<file path="src/rtl/dacbank_pkg.sv">
package dacbank_pkg;

    localparam int unsigned CTRL_W   = 4;
    localparam int unsigned PIN_STB  = 0;
    localparam int unsigned PIN_XFER = 1;
    localparam int unsigned PIN_SEL  = 2;
    localparam int unsigned PIN_RW   = 3;
    localparam logic [CTRL_W-1:0] CTRL_IDLE = 4'b1111;

    typedef struct packed {
        logic rd;
        logic sel;
        logic xfer;
        logic stb;
    } strobe_t;

    function automatic strobe_t to_strobe(input logic [CTRL_W-1:0] p);
        strobe_t s;
        s.stb  = ~p[PIN_STB];
        s.xfer = ~p[PIN_XFER];
        s.sel  = ~p[PIN_SEL];
        s.rd   =  p[PIN_RW];
        return s;
    endfunction

    function automatic logic [15:0] onehot16(input logic [3:0] a);
        return 16'(1) << a;
    endfunction

endpackage

</file>
<file path="src/rtl/dacbank_sync.sv">
module dacbank_sync
    import dacbank_pkg::*;
#(
    parameter int unsigned STAGES = 2
) (
    input  logic              clk,
    input  logic              rst,
    input  logic [CTRL_W-1:0] pins,
    output strobe_t           strobe,
    output logic              stb_release
);
    logic [CTRL_W-1:0] stage [STAGES];
    logic [CTRL_W-1:0] last;

    always_ff @(posedge clk) begin
        if (rst) stage[0] <= CTRL_IDLE;
        else     stage[0] <= pins;
    end

    generate
        for (genvar i = 1; i < STAGES; i++) begin : g_stage
            always_ff @(posedge clk) begin
                if (rst) stage[i] <= CTRL_IDLE;
                else     stage[i] <= stage[i-1];
            end
        end
    endgenerate

    always_ff @(posedge clk) begin
        if (rst) last <= CTRL_IDLE;
        else     last <= stage[STAGES-1];
    end

    assign strobe      = to_strobe(stage[STAGES-1]);
    assign stb_release = stage[STAGES-1][PIN_STB] & ~last[PIN_STB];

    logic [7:0] age;
    always_ff @(posedge clk) begin
        if (rst)                age <= '0;
        else if (age < STAGES)  age <= age + 8'd1;
    end

    // synchronized value equals the pin value STAGES edges earlier
    a_r2_sync_latency: assert property (@(posedge clk) disable iff (rst)
        (age >= STAGES) |-> (stage[STAGES-1] == $past(pins, STAGES)));

    // reset returns the synchronizer to idle
    a_r7_sync_idle: assert property (@(posedge clk)
        $past(rst) |-> (stage[STAGES-1] == CTRL_IDLE));
endmodule

</file>
<file path="src/rtl/dacbank_inregs.sv">
module dacbank_inregs
    import dacbank_pkg::*;
#(
    parameter int unsigned CHANNELS = 16,
    parameter int unsigned CODE_W   = 8,
    localparam int unsigned ADDR_W  = $clog2(CHANNELS)
) (
    input  logic                       clk,
    input  logic                       rst,
    input  strobe_t                    strobe,
    input  logic                       stb_release,
    input  logic [ADDR_W-1:0]          addr,
    input  logic [CODE_W-1:0]          wdata,
    output logic [CODE_W-1:0]          rdata,
    output logic                       rdata_oe,
    output logic [CHANNELS*CODE_W-1:0] staged
);
    logic [CODE_W-1:0]   stage_q [CHANNELS];
    logic                write_go;
    logic [CHANNELS-1:0] hit;

    assign write_go = ~rst & strobe.sel & ~strobe.rd & (strobe.stb | stb_release);
    assign hit      = CHANNELS'(onehot16(4'(addr)));

    generate
        for (genvar i = 0; i < CHANNELS; i++) begin : g_chan
            always_ff @(posedge clk) begin
                if (write_go && hit[i]) stage_q[i] <= wdata;
            end
            assign staged[i*CODE_W +: CODE_W] = stage_q[i];
        end
    endgenerate

    always_ff @(posedge clk) begin
        if (rst) rdata_oe <= 1'b0;
        else     rdata_oe <= strobe.sel & strobe.rd & strobe.stb;
        rdata <= stage_q[addr];
    end

    // read output enable only follows a selected read strobe
    a_r9_oe_needs_read: assert property (@(posedge clk) disable iff (rst)
        rdata_oe |-> ($past(strobe.sel) && $past(strobe.rd) && $past(strobe.stb)));

    // no staging change while deselected
    a_r6_deselect_quiet: assert property (@(posedge clk) disable iff (rst)
        (!$past(strobe.sel) && !$past(rst)) |-> (staged == $past(staged)));

    // a write lands the bus data in the addressed register
    a_r3_write_lands: assert property (@(posedge clk) disable iff (rst)
        $past(write_go) |-> (stage_q[$past(addr)] == $past(wdata)));
endmodule

</file>
<file path="src/rtl/dacbank_outregs.sv">
module dacbank_outregs #(
    parameter int unsigned CHANNELS = 16,
    parameter int unsigned CODE_W   = 8
) (
    input  logic                       clk,
    input  logic                       rst,
    input  logic                       load,
    input  logic [CHANNELS*CODE_W-1:0] staged,
    output logic [CHANNELS*CODE_W-1:0] codes
);
    generate
        for (genvar i = 0; i < CHANNELS; i++) begin : g_out
            always_ff @(posedge clk or posedge rst) begin
                if (rst)       codes[i*CODE_W +: CODE_W] <= '0;
                else if (load) codes[i*CODE_W +: CODE_W] <= staged[i*CODE_W +: CODE_W];
            end
        end
    endgenerate

    // outputs are zero at every edge while reset is held
    a_r7_zero_in_reset: assert property (@(posedge clk)
        rst |-> (codes == '0));

    // without a transfer the outputs hold
    a_r4_hold: assert property (@(posedge clk) disable iff (rst)
        (!$past(rst) && !$past(load)) |-> (codes == $past(codes)));

    // a transfer copies every staging register on one edge
    a_r5_copy_all: assert property (@(posedge clk) disable iff (rst)
        (!$past(rst) && $past(load)) |-> (codes == $past(staged)));
endmodule

</file>
<file path="src/rtl/dacbank_frontend.sv">
module dacbank_frontend
    import dacbank_pkg::*;
#(
    parameter int unsigned CHANNELS    = 16,
    parameter int unsigned CODE_W      = 8,
    parameter int unsigned SYNC_STAGES = 2,
    localparam int unsigned ADDR_W     = $clog2(CHANNELS),
    localparam int unsigned BUS_W      = CHANNELS * CODE_W
) (
    input  logic              clk,
    input  logic              rst,
    input  logic [ADDR_W-1:0] bus_addr,
    input  logic [CODE_W-1:0] bus_wdata,
    output logic [CODE_W-1:0] bus_rdata,
    output logic              bus_rdata_oe,
    input  logic              sel_n,
    input  logic              rd_wr,
    input  logic              stb_n,
    input  logic              xfer_n,
    output logic [BUS_W-1:0]  dac_codes
);
    logic [CTRL_W-1:0] pins;
    strobe_t           strobe;
    logic              stb_release;
    logic [BUS_W-1:0]  staged;
    logic              load;

    always_comb begin
        pins           = CTRL_IDLE;
        pins[PIN_STB]  = stb_n;
        pins[PIN_XFER] = xfer_n;
        pins[PIN_SEL]  = sel_n;
        pins[PIN_RW]   = rd_wr;
    end

    dacbank_sync #(.STAGES(SYNC_STAGES)) u_sync (
        .clk(clk), .rst(rst), .pins(pins),
        .strobe(strobe), .stb_release(stb_release)
    );

    dacbank_inregs #(.CHANNELS(CHANNELS), .CODE_W(CODE_W)) u_inregs (
        .clk(clk), .rst(rst), .strobe(strobe), .stb_release(stb_release),
        .addr(bus_addr), .wdata(bus_wdata),
        .rdata(bus_rdata), .rdata_oe(bus_rdata_oe), .staged(staged)
    );

    // transfer needs both strobes, not the select
    assign load = strobe.xfer & strobe.stb;

    dacbank_outregs #(.CHANNELS(CHANNELS), .CODE_W(CODE_W)) u_outregs (
        .clk(clk), .rst(rst), .load(load), .staged(staged), .codes(dac_codes)
    );

    // transfer strobe without enable leaves outputs alone
    a_r10_xfer_alone: assert property (@(posedge clk) disable iff (rst)
        (!$past(rst) && !$past(strobe.stb)) |-> $stable(dac_codes));
endmodule

</file>
<file path="config.mk">
export PLATFORM = sky130hd
export DESIGN_NAME = dacbank_frontend
export DESIGN_NICKNAME = d
export VERILOG_FILES = /design/src/rtl/dacbank_pkg.sv /design/src/rtl/dacbank_sync.sv /design/src/rtl/dacbank_inregs.sv /design/src/rtl/dacbank_outregs.sv /design/src/rtl/dacbank_frontend.sv
export SDC_FILE = /design/constraint.sdc
export NUM_CORES = 1
export LEC_CHECK = 0
export ABC_AREA = 1
export BUFFER_PORTS_ARGS = -buffer_cell sky130_fd_sc_hd__buf_2
export CORE_AREA = 2 2 145 217
export DETAILED_ROUTE_END_ITERATION = 16
export DIE_AREA = 0 0 147 219
export GPL_ROUTABILITY_DRIVEN = 0
export PLACE_DENSITY = 0.62
export SYNTH_ARGS = -nofsm -noshare
export SYNTH_HDL_FRONTEND = slang
export SYNTH_SLANG_ARGS = --single-unit
</file>
<file path="constraint.sdc">
create_clock -name clk -period 6.8 [get_ports clk]
set_input_delay 0.34 -clock clk [delete_from_list [all_inputs] [get_ports clk]]
set_output_delay 0.34 -clock clk [all_outputs]
set_load 0.01 [all_outputs]
</file>
==> results.toml <==
[status]
status = "completed"

[worst_setup_path]
timing.rr.end = "u_inregs.stage_q[11][3]"
worstSetupEndpointType = "register"
cp_max_fo = 72
path_cells = "buf_2 > buf_4 > inv_2 > nor2_1 > nand2_1 > nor2_1"
startpoint_type = "input port"
crit_start = "bus_addr[0]"
r2r_slack_ps = 4570
critPathKind = "in2reg"
reg2regPathDepth = 5
max_stage_delay_ps = 570
worstPathArrival_ps = 2730
cp_slowest_cell = "inv_2"
crit_top_cell = "nor2_1"
cp.required_ps = 6970
r2r-start = "u_sync.stage[1][2]"

[floorplanning]
dieArea_um2 = 32200
initial_core_util_pct = 34.6
ios = 155
die_w_um = 147
fp.dieH_um = 219
row_count = 78
coreArea_um2 = 30300

[routing]
ant_nets = 0
routed_wl_um = 26800
drt-initial-drc-count = 389
vias_per_cell = 4.72
post-route-drc-count = 0
vias = 6479
wl_per_cell_um = 19.5
drtPass1Iterations = 5

[clocking]
cts_tree = "built"
cts_buffers = 25
htree_levels = 1
clockBufferDepth = 3
cts_sinks = 274
cts_setup_buffers = 0
path_clk_slew_ps = 60
cts_root_buf = "clkbuf_16"
clock_latency_ps = 550

[global_routing]
grt-ovfl-total = 0
grt_pass1_wl_um = 39900
grt_max_degree = 73
first_global_vias = 6727
grtUsageTotal_pct = 16.5
antenna_found_initial = 1

[final_layout]
num_antenna_cells = 0
drive_gt1_share_pct = 31.2
syn_to_final_growth_pct = 18.9
design_area_um2 = 12500
fill_cells = 2883
fin_cells = 1373
utilization_pct = 41.2
multi_input_area_um2 = 2810
final_common_cell = "nand2_1"
layout_common_cells = "nand2_1, buf_2, dfrtp_1, edfxtp_1, mux2_2"
layout.nets = 973
regArea_um2 = 7410

[place]
dpl_worst_slack_ps = 3670
placed_cells = 1324
port_buffers = 154
placed_cell_area_um2 = 11600
dp_hpwl_um = 18800

[job]
cap_violations = 0

[timing]
hold-worst-slack_ps = 10.4
slew_headroom_pct = 40.2
fin_ws_ps = 4240
tightest_slew_ps = 897
finalSetupTns_ps = 0
fin_crit_sh_pct = 37.7
finClkSkew_ps = 23.4
setup_viol = 0
rsz0062_at_grt = "false"
max_freq_mhz = 390
drv_slew = 0
period_needed_ps = 2560
hold_viol = 0

[pwr]
irDropWorstVdd_mv = 0.167
power_mw = 3.86
powerDensity_nw_per_um2 = 310
p_leak_nw = 5.46

[yosys]
syn_inst = 805
synth_cell_types = 21
ys_seq_area_share_pct = 70.7
synth.net_count = 823
avgSynthCellArea_um2 = 13.0
synth-seq-cells = 274
synth_area_um2 = 10500
synth-warning-count = 0

[worst_hold_path]
min_path_type = "in2async"
==> synth_stat cells <==
cell type / count / area share, %
nand2_1: 248 / 8.9
mux2_1: 24 / 2.6
clkinv_1: 1 / 0.036
edfxtp_1: 128 / 37
inv_2: 1 / 0.036
nor3_1: 1 / 0.048
nand3_1: 48 / 2.3
or2_2: 9 / 0.54
mux2_2: 96 / 10
buf_1: 2 / 0.072
o21ai_0: 8 / 0.38
nor2_1: 28 / 1.0
a21oi_1: 13 / 0.62
dfrtp_1: 128 / 31
buf_4: 5 / 0.36
inv_1: 13 / 0.47
buf_2: 25 / 1.2
dfxtp_1: 18 / 3.4
nor2_4: 1 / 0.11
buf_6: 1 / 0.11
clkbuf_1: 7 / 0.25
==> how the worst max path moves through the flow <==
stage / end
3_5_place_dp: u_inregs.stage_q[9][5]
6_report: u_inregs.stage_q[13][2]
5_1_grt: u_inregs.stage_q[13][2]
4_1_cts: u_inregs.stage_q[9][3]
2_1_floorplan: dac_codes[0]
3_3_place_gp: u_inregs.stage_q[13][0]
==> cell type report <==
type / count / area share (%)
timing repair buffer: 163 / 6.81
tap: 400 / 4.02
sequential: 274 / 59.5
clock buffer: 36 / 5.68
clock inverter: 9 / 1.01
inverter: 15 / 0.472
multi-input combinational: 476 / 22.5
==> flip-flops by register name (all words and copies together), names as in the netlist <==
signal             cells
u_inregs.rdata         8
dac_codes            128
u_inregs.rdata_oe      1
u_inregs.stage_q     128
u_sync.stage           8
u_sync.last            1
==> report_power, final <==
group          total, mW  internal [mW]  leakage, nW  switching (mW)
clock               1.45          0.838        0.406           0.608
sequential          1.96           1.88         2.90          0.0792
combinational      0.455          0.207         2.15           0.248
==> logic make-up after synthesis <==
kind of cell / after synthesis / synth area share, %
flops: 274 / 70.7
simple gates: 335 / 12.9
mux: 120 / 12.9
compound gates: 21 / 1.00
buf+inv: 55 / 2.52
==> critical path, delay by kind of cell <==
kind	cells	cell delay, ps
simple gates	3	1160
buf+inv	3	1230
==> routing by layer <==
metal	vias up	GRT usage (%)	share of wire [%]
li1	3025	-	-
met1	3209	19.0	39
met5	-	0	0.049
met2	196	30.5	53
met3	47	2.60	4.8
met4	2	6.44	3.2
==> repair_timing <==
item	in CTS	in global routing
endpoints found under the hold margin	4	0
resized for setup	0	0
hold buffers	4	0
(Power assumes the default switching activity.)
